## config.mk

```make
export PLATFORM = sky130hd
export DESIGN_NAME = synth_serial_prog
export DESIGN_NICKNAME = d
export VERILOG_FILES = /design/src/rtl/synth_prog_pkg.sv /design/src/rtl/prog_shift.sv /design/src/rtl/prog_decode.sv /design/src/rtl/prog_main_sync.sv /design/src/rtl/synth_serial_prog.sv
export SDC_FILE = /design/constraint.sdc
export NUM_CORES = 1
export LEC_CHECK = 0
export ABC_CLOCK_PERIOD_IN_PS = 1900
export BUFFER_PORTS_ARGS = -buffer_cell sky130_fd_sc_hd__buf_2
export CORE_UTILIZATION = 54
export DETAILED_ROUTE_END_ITERATION = 7
export PLACE_DENSITY = 0.8
export SETUP_SLACK_MARGIN = 0.2
export SLEW_MARGIN = 20
export SYNTH_ARGS = -nofsm -noshare
export SYNTH_HDL_FRONTEND = slang
export SYNTH_SLANG_ARGS = --single-unit
```

## constraint.sdc

```tcl
create_clock -name clk_i -period 1.9 [get_ports clk_i]
set_input_delay 0.19 -clock clk_i [delete_from_list [all_inputs] [get_ports clk_i]]
set_output_delay 0.19 -clock clk_i [all_outputs]
set_load 0.03 [all_outputs]
```

## src/rtl/synth_prog_pkg.sv

```systemverilog
package synth_prog_pkg;
  localparam int WORD_W = 24;
  localparam int DAC_W  = 8;

  typedef enum logic [2:0] {WK_MAIN, WK_REF, WK_AUX, WK_CTL, WK_NONE} word_kind_e;

  typedef struct packed {
    logic        frac_mod;
    logic [2:0]  frac_inc;
    logic [15:0] main_ratio;
  } main_cfg_t;

  typedef struct packed {
    logic [9:0] ref_ratio;
    logic [1:0] main_tap;
    logic [1:0] aux_tap;
  } ref_cfg_t;

  typedef struct packed {
    logic [13:0] aux_ratio;
    logic [1:0]  pump_ratio;
    logic [1:0]  lock_sel;
    logic        main_pwr;
    logic        aux_pwr;
  } aux_cfg_t;

  typedef struct packed {
    logic [7:0] pwr_ctl;
    logic [1:0] mdiv_sel;
    logic       offset_en;
    logic       tx_mode;
    logic       dig_mode;
    logic       txlo_buf_en;
    logic       rclk_buf_en;
  } ctl_cfg_t;

  localparam main_cfg_t MAIN_RST = '{frac_mod: 1'b0, frac_inc: 3'd0, main_ratio: 16'd1024};
  localparam ref_cfg_t  REF_RST  = '{ref_ratio: 10'd100, main_tap: 2'd0, aux_tap: 2'd0};
  localparam aux_cfg_t  AUX_RST  = '{aux_ratio: 14'd512, pump_ratio: 2'd0, lock_sel: 2'd0,
                                     main_pwr: 1'b0, aux_pwr: 1'b0};
  localparam ctl_cfg_t  CTL_RST  = '0;
  localparam logic [DAC_W-1:0] DAC_RST = 8'd80;

  function automatic word_kind_e decode_kind(logic [WORD_W-1:0] w);
    unique case (w[WORD_W-1 -: 2])
      2'b00:   return WK_MAIN;
      2'b01:   return WK_REF;
      2'b10:   return WK_AUX;
      default: return w[WORD_W-3] ? WK_NONE : WK_CTL;
    endcase
  endfunction

  function automatic main_cfg_t get_main(logic [WORD_W-1:0] w);
    return main_cfg_t'(w[21:2]);
  endfunction

  function automatic ref_cfg_t get_ref(logic [WORD_W-1:0] w);
    return ref_cfg_t'(w[21:8]);
  endfunction

  function automatic aux_cfg_t get_aux(logic [WORD_W-1:0] w);
    return aux_cfg_t'(w[21:2]);
  endfunction

  function automatic ctl_cfg_t get_ctl(logic [WORD_W-1:0] w);
    return ctl_cfg_t'(w[20:6]);
  endfunction
endpackage

```

## src/rtl/prog_shift.sv

```systemverilog
module prog_shift #(
  parameter int W = 24
) (
  input  logic         clk_i,
  input  logic         rst_ni,
  input  logic         ser_clk_i,
  input  logic         ser_data_i,
  input  logic         ser_strobe_i,
  output logic [W-1:0] word_o,
  output logic         load_o
);
  logic         sclk_q, strobe_q;
  logic [W-1:0] sr_q;
  logic         shift_en;

  assign shift_en = ser_clk_i & ~sclk_q & ~ser_strobe_i;
  assign load_o   = ser_strobe_i & ~strobe_q;
  assign word_o   = sr_q;

  always_ff @(posedge clk_i or negedge rst_ni) begin
    if (!rst_ni) begin
      sclk_q   <= 1'b0;
      strobe_q <= 1'b1;  // no spurious load if strobe is high at release
      sr_q     <= '0;
    end else begin
      sclk_q   <= ser_clk_i;
      strobe_q <= ser_strobe_i;
      if (shift_en) sr_q <= {ser_data_i, sr_q[W-1:1]};
    end
  end

  AST_HOLD_WHILE_STROBE: assert property (@(posedge clk_i) disable iff (!rst_ni)
    ser_strobe_i |=> $stable(sr_q));

  AST_LSB_FIRST: assert property (@(posedge clk_i) disable iff (!rst_ni)
    (ser_clk_i && !sclk_q && !ser_strobe_i) |=> (sr_q[W-1] == $past(ser_data_i)));
endmodule

```

## src/rtl/prog_decode.sv

```systemverilog
module prog_decode
  import synth_prog_pkg::*;
(
  input  logic [WORD_W-1:0] word_i,
  input  logic              load_i,
  output logic              ld_main_o,
  output logic              ld_ref_o,
  output logic              ld_aux_o,
  output logic              ld_ctl_o
);
  word_kind_e kind;

  always_comb begin
    kind      = decode_kind(word_i);
    ld_main_o = load_i && (kind == WK_MAIN);
    ld_ref_o  = load_i && (kind == WK_REF);
    ld_aux_o  = load_i && (kind == WK_AUX);
    ld_ctl_o  = load_i && (kind == WK_CTL);
  end
endmodule

```

## src/rtl/prog_main_sync.sv

```systemverilog
module prog_main_sync (
  input  logic clk_i,
  input  logic rst_ni,
  input  logic strobe_i,
  input  logic arm_i,
  input  logic sync_i,
  output logic commit_o,
  output logic speedup_o
);
  logic pend_q, fast_q;

  assign commit_o  = pend_q & strobe_i & sync_i;
  assign speedup_o = fast_q;

  always_ff @(posedge clk_i or negedge rst_ni) begin
    if (!rst_ni) begin
      pend_q <= 1'b0;
      fast_q <= 1'b0;
    end else if (!strobe_i) begin
      pend_q <= 1'b0;  // strobe released early: word dropped
      fast_q <= 1'b0;
    end else begin
      if (arm_i)         pend_q <= 1'b1;
      else if (commit_o) pend_q <= 1'b0;
      if (commit_o)      fast_q <= 1'b1;
    end
  end

  AST_SPEEDUP_DROPS: assert property (@(posedge clk_i) disable iff (!rst_ni)
    !strobe_i |=> !speedup_o);

  AST_SPEEDUP_FROM_SYNC: assert property (@(posedge clk_i) disable iff (!rst_ni)
    $rose(speedup_o) |-> ($past(sync_i) && $past(strobe_i)));

  AST_SINGLE_COMMIT: assert property (@(posedge clk_i) disable iff (!rst_ni)
    commit_o |=> !commit_o);
endmodule

```

## src/rtl/synth_serial_prog.sv

```systemverilog
module synth_serial_prog
  import synth_prog_pkg::*;
(
  input  logic        clk_i,
  input  logic        rst_ni,
  input  logic        ser_clk_i,
  input  logic        ser_data_i,
  input  logic        ser_strobe_i,
  input  logic        div_sync_i,
  output logic        frac_mod_o,
  output logic [2:0]  frac_inc_o,
  output logic [15:0] main_ratio_o,
  output logic [9:0]  ref_ratio_o,
  output logic [1:0]  main_tap_o,
  output logic [1:0]  aux_tap_o,
  output logic [7:0]  comp_dac_o,
  output logic [13:0] aux_ratio_o,
  output logic [1:0]  pump_ratio_o,
  output logic [1:0]  lock_sel_o,
  output logic        main_pwr_o,
  output logic        aux_pwr_o,
  output logic [7:0]  pwr_ctl_o,
  output logic [1:0]  mdiv_sel_o,
  output logic        offset_en_o,
  output logic        tx_mode_o,
  output logic        dig_mode_o,
  output logic        txlo_buf_en_o,
  output logic        rclk_buf_en_o,
  output logic        speedup_o,
  output logic        upd_main_o,
  output logic        upd_ref_o,
  output logic        upd_aux_o,
  output logic        upd_ctl_o
);
  logic [WORD_W-1:0] word;
  logic              load;
  logic              ld_main, ld_ref, ld_aux, ld_ctl, commit;

  prog_shift #(.W(WORD_W)) u_shift (
    .clk_i, .rst_ni, .ser_clk_i, .ser_data_i, .ser_strobe_i,
    .word_o(word), .load_o(load)
  );

  prog_decode u_decode (
    .word_i(word), .load_i(load),
    .ld_main_o(ld_main), .ld_ref_o(ld_ref), .ld_aux_o(ld_aux), .ld_ctl_o(ld_ctl)
  );

  prog_main_sync u_main_sync (
    .clk_i, .rst_ni, .strobe_i(ser_strobe_i), .arm_i(ld_main), .sync_i(div_sync_i),
    .commit_o(commit), .speedup_o
  );

  main_cfg_t        main_q;
  ref_cfg_t         ref_q;
  aux_cfg_t         aux_q;
  ctl_cfg_t         ctl_q;
  logic [DAC_W-1:0] dac_stage_q, dac_q;
  logic [3:0]       upd_q;

  always_ff @(posedge clk_i or negedge rst_ni) begin
    if (!rst_ni) begin
      main_q      <= MAIN_RST;
      ref_q       <= REF_RST;
      aux_q       <= AUX_RST;
      ctl_q       <= CTL_RST;
      dac_stage_q <= DAC_RST;
      dac_q       <= DAC_RST;
      upd_q       <= '0;
    end else begin
      upd_q <= {ld_ctl, ld_aux, ld_ref, commit};
      // word held in shifter while strobe is high, read it at commit
      if (commit) begin
        main_q <= get_main(word);
        dac_q  <= dac_stage_q;
      end
      if (ld_ref) begin
        ref_q       <= get_ref(word);
        dac_stage_q <= word[DAC_W-1:0];
      end
      if (ld_aux) aux_q <= get_aux(word);
      if (ld_ctl) ctl_q <= get_ctl(word);
    end
  end

  assign {upd_ctl_o, upd_aux_o, upd_ref_o, upd_main_o} = upd_q;
  assign frac_mod_o    = main_q.frac_mod;
  assign frac_inc_o    = main_q.frac_inc;
  assign main_ratio_o  = main_q.main_ratio;
  assign ref_ratio_o   = ref_q.ref_ratio;
  assign main_tap_o    = ref_q.main_tap;
  assign aux_tap_o     = ref_q.aux_tap;
  assign comp_dac_o    = dac_q;
  assign aux_ratio_o   = aux_q.aux_ratio;
  assign pump_ratio_o  = aux_q.pump_ratio;
  assign lock_sel_o    = aux_q.lock_sel;
  assign main_pwr_o    = aux_q.main_pwr;
  assign aux_pwr_o     = aux_q.aux_pwr;
  assign pwr_ctl_o     = ctl_q.pwr_ctl;
  assign mdiv_sel_o    = ctl_q.mdiv_sel;
  assign offset_en_o   = ctl_q.offset_en;
  assign tx_mode_o     = ctl_q.tx_mode;
  assign dig_mode_o    = ctl_q.dig_mode;
  assign txlo_buf_en_o = ctl_q.txlo_buf_en;
  assign rclk_buf_en_o = ctl_q.rclk_buf_en;

  AST_MAIN_ON_SYNC: assert property (@(posedge clk_i) disable iff (!rst_ni)
    upd_main_o |-> ($past(div_sync_i) && $past(ser_strobe_i)));

  AST_DAC_WITH_MAIN: assert property (@(posedge clk_i) disable iff (!rst_ni)
    !$stable(comp_dac_o) |-> upd_main_o);

  AST_MAIN_STABLE: assert property (@(posedge clk_i) disable iff (!rst_ni)
    !$stable(main_ratio_o) |-> upd_main_o);

  AST_UPD_EXCLUSIVE: assert property (@(posedge clk_i) disable iff (!rst_ni)
    $onehot0({upd_main_o, upd_ref_o, upd_aux_o, upd_ctl_o}));

  AST_REF_ON_RISE: assert property (@(posedge clk_i) disable iff (!rst_ni)
    upd_ref_o |-> ($past(ser_strobe_i) && $past(load)));
endmodule

```

==> results by stage <==
Placed design:
- The placed standard-cell area is between 4000 and 5000 um^2.
- The instance count after placement with tap cells included is 438.
- The total of buffers placed on input and output ports is 87.
- Before CTS, the worst setup slack after placement is around 0.34 ns.
- Once detailed placement completed, the half-perimeter wirelength came to 5220 um.
- The congestion estimate from routability-driven global placement came to 0.734.

Clocking:
- The H-tree was split into 4 levels.
- The number of setup buffers added after CTS is 0.
- The clock-pin slew reported for the worst setup and hold paths after clock tree synthesis is around 0.06 ns.
- The post-cts resize count is 0.
- For this design, the sink count on the clock tree is about 120.
- The clock reaches the later pin of the worst-skew pair after between 0.5 and 0.6 ns.
- The number of buffers inserted during clock tree synthesis is 17.
- The maximum count of clock buffers along a single path is 2.
- TritonCTS built the clock tree.
- Clock tree synthesis selected as its root buffer the cell clkbuf_8.

Detailed routing:
- The routed wire length per instance is between 15 and 20 um.
- After the first detailed-routing iteration, the DRC count stood at 47.
- The total wirelength of the detailed-routed design is ~8500 um.
- The via density per instance is 5.31.
- The final route contains between 2000 and 3000 vias.
- After detailed routing, the number of remaining DRC violations is 0.
- The detail route stage leaves a number of antenna-violating nets equal to 0.
- The first TritonRoute pass finished after 4 iterations.

Die:
- From bottom edge to top edge, the die measures between 90 and 100 um.
- The boundary pin count is just under 90.
- The die is 91.4 um wide.
- In this run the core area contains 32 standard-cell rows.
- The floorplan core area is a little under 8000 um^2.
- The starting density of the core is 0.559.
- The die covers 8360 um^2.

Power:
- The maximum VDD drop is ~0.00071 V.
- In this run the power density over the cells is approximately 1300 nW/um^2.
- The total leakage power is roughly 3.0 nW.

Global route:
- The all-layer global routing usage is 0.225.
- The initial antenna violation count is 0.
- For this run the aggregate overflow at the end of global routing stands at 0.
- The number of global-route vias before repair is approximately 2600.
- Entering global routing, the biggest net connects 52 pins.
- The first global-routing pass estimated about 14000 um of wire.

Synth:
- The area fraction in and, or, nand and nor cells after synthesis is 0.0197.
- The synthesized design contains 0 enable-type register cells.
- After synthesis the cells add up to 4320 um^2.
- The most common flop cell mapped by yosys is dfrtp_1.
- By area, the combinational part of the netlist is dominated by multiplexers.
- After synthesis, the most frequently instantiated cells are dfrtp_1 (107), mux2_2 (100), dfstp_2 (10), mux2_1 (9), buf_2 (8).
- The cell type with the largest total area after synthesis is dfrtp_1.
- The area share of the largest cell type after synthesis is 0.620.
- For this run, asynchronously set or reset flops after synthesis account for 1.00.
- The fraction of the mapped netlist area in adder cells is 0.
- The number of flip-flops and latches in the synthesized netlist is 117.
- For this run, the register share of the synthesized area comes to 0.681.
- In the post-synthesis netlist, the biggest area contributors are dfrtp_1 (62%), mux2_2 (26%), dfstp_2 (6.1%).
- dfrtp_1 is the most common cell in the netlist.
- The netlist uses 18 different library cells.
- The fraction of the mapped netlist area in compound gates is 0.00174.
- Averaged over all synthesized cells, the footprint is 17.4 um^2.
- The cell count after synthesis came out at between 200 and 250.
- The XOR/XNOR share of the synthesized area is 0.
- The number of nets in the synthesized netlist is between 200 and 300.
- The multiplexer fraction of the synthesized cell area is 0.284.
- Yosys printed 0 warnings.

STA:
- The routed design could run at a clock period as short as around 1.6 ns.
- The number of slew-limit violations in the final report is 0.
- The worst path meets setup with just under 0.3 ns of slack.
- The clock arrives with a little over 0.007 ns of skew.
- Adding up every negative setup slack in the final design gives 0 ns.
- The part of the cycle the worst path needs is 0.844.
- In this run the tightest slew margin relative to its limit is 0.689.
- For the pin with the worst max-slew slack, the measured transition is about 0.47 ns.
- The number of hold-slack violations in the final timing report is 0.
- Static timing analysis puts the maximum clock frequency at 0.624 GHz.
- Setup violations remaining at the end of the flow were counted as 0.
- Setup repair after global routing left no endpoint under its margin.

Cells and area:
- Compared with the post-synthesis result, the final layout area differs by 29.3%.
- The number of antenna diodes in the final layout is 0.
- The final-layout fill cell count is slightly below 500.
- The layout net count is approximately 370.
- At the end of the flow the core is filled with cells to 0.723.
- In the final layout, the share of cells above drive strength 1 is 0.659.
- The finished cells cover approximately 5600 um^2.
- The final standard cell count with taps included and fillers excluded is roughly 470.

Worst setup path:
- The number of buffers and inverters on the critical path is 1.
- At the worst endpoint, the required time is between 2 and 2.5 ns.
- The arrival time of data at the critical path endpoint is 1.99 ns.
- The nature of the critical path endpoint is a flip-flop.
- Among cell families on the critical path, the largest total delay comes from simple AND/OR/NAND/NOR gates.
- The slowest stage of the critical path belongs to the cell and4bb_2.
- The worst setup path is launched from a flip-flop.
- For this run, the slowest stage of the critical path takes 0.51 ns.
- The critical path in this run is classified as flip-flop to flip-flop.
- Along the worst path, the maximum fanout reaches 14.
- Traced cell by cell, the critical path runs through and4bb_2 -> buf_12 -> mux2_2.

Status:
- The flow ran to the end, and the final reports show no timing, DRC or antenna violations.

Hold path:
- The min-delay analysis places its worst path in the category primary input to flip-flop.

Job:
- Max-cap violations in this run came to 0.
where the power goes:
part	internal (mW)	switching [mW]	total, mW
clock network	1.97	1.12	3.08
logic	0.444	0.721	1.16
registers	2.82	0.262	3.08
total	5.23	2.10	7.33
routing by layer:
metal / GRT usage / part of all wire / up-vias
met2: 0.340 / 0.49 / 78
li1: - / - / 1110
met4: 0.0899 / 0.0076 / 0
met5: 0 / 0 / -
met1: 0.305 / 0.44 / 1318
met3: 0.0720 / 0.056 / 9
path summary, 6_finish.rpt:
path / start / cells after the start / endpoint / slack, ns
max: u_shift.word_o[22] / 3 / main_pwr_o / 0.30
min: div_sync_i / 3 / u_main_sync.pend_q / 0.04
max reg2reg: u_shift.word_o[22] / 3 / main_pwr_o / 0.30
min reg2reg: pwr_ctl_o[7] / 1 / pwr_ctl_o[7] / 0.48
max in group asynchronous: rst_ni / 3 / u_shift.strobe_q / 1.04
min in group asynchronous: rst_ni / 2 / ref_ratio_o[7] / 0.19
logic make-up after synthesis:
group / after synthesis
multiplexers: 109
AND/OR/NAND/NOR: 10
flip-flops: 117
buffers and inverters: 11
AO/OA/AOI/OAI: 1
stage by stage:
step | total power, mW | hold WS [ns]
global route | 7.60 | 0.0416
detailed placement | 4.28 | 0.175
floorplan | 3.84 | -0.106
global placement | 4.23 | 0.168
finish | 7.33 | 0.0423
CTS | 7.38 | 0.0197
flip-flops by register name, indices dropped and copies added, names as in the netlist, 2 cells and up:
| register | flops |
|---|---|
| aux_tap_o | 2 |
| upd_q | 4 |
| lock_sel_o | 2 |
| pump_ratio_o | 2 |
| pwr_ctl_o | 8 |
| u_shift.word_o | 24 |
| main_tap_o | 2 |
| dac_stage_q | 8 |
| frac_inc_o | 3 |
| ref_ratio_o | 10 |
| mdiv_sel_o | 2 |
| main_ratio_o | 16 |
| aux_ratio_o | 14 |
| comp_dac_o | 8 |
cells in the final DEF (no fill, tap or decap):
| cell | synthesis | final |
|---|---|---|
| dfrtp_1 | 107 | 107 |
| mux2_2 | 100 | 100 |
| buf_2 | 8 | 86 |
| clkbuf_16 | 0 | 16 |
| dfstp_2 | 10 | 10 |
| mux2_1 | 9 | 9 |
| buf_4 | 0 | 9 |
| clkinvlp_4 | 0 | 7 |
| clkbuf_8 | 0 | 4 |
| dlygate4sd3_1 | 0 | 4 |
| buf_12 | 0 | 3 |
| nor3b_4 | 1 | 2 |
| nand2_1 | 2 | 2 |
| bufinv_16 | 0 | 2 |
| nand3b_2 | 1 | 1 |
| nor2_2 | 1 | 1 |
| and4bb_2 | 1 | 1 |
| nand3_2 | 0 | 1 |
| inv_1 | 1 | 1 |
| nor2b_1 | 1 | 1 |
| nor3_1 | 1 | 1 |
| o21a_1 | 1 | 1 |
| clkbuf_1 | 1 | 1 |
| clkinv_2 | 0 | 1 |
| clkinv_4 | 0 | 1 |
worst register-to-register path, stage by stage, from the launching register on:
cell      delay [ns]
dfrtp_1         0.42
and4bb_2        0.51
buf_12          0.20
mux2_2          0.35
cell type report:
class / count / area (um^2) / share of cell area
well taps: 102 / 128 / 0.0228
clock buffers: 21 / 459 / 0.0822
clock inverters: 11 / 126 / 0.0226
repair buffers: 102 / 598 / 0.107
multi-input cells: 120 / 1330 / 0.238
flip-flops and latches: 117 / 2940 / 0.526
inverters: 1 / 3.75 / 0.000672
what timing repair did:
item | in CTS | in global routing
setup endpoints to repair | 0 | 0
endpoints found under the hold margin | 36 | 0
hold buffers | 4 | 0
Note: power is estimated with default switching activity, not from simulation.
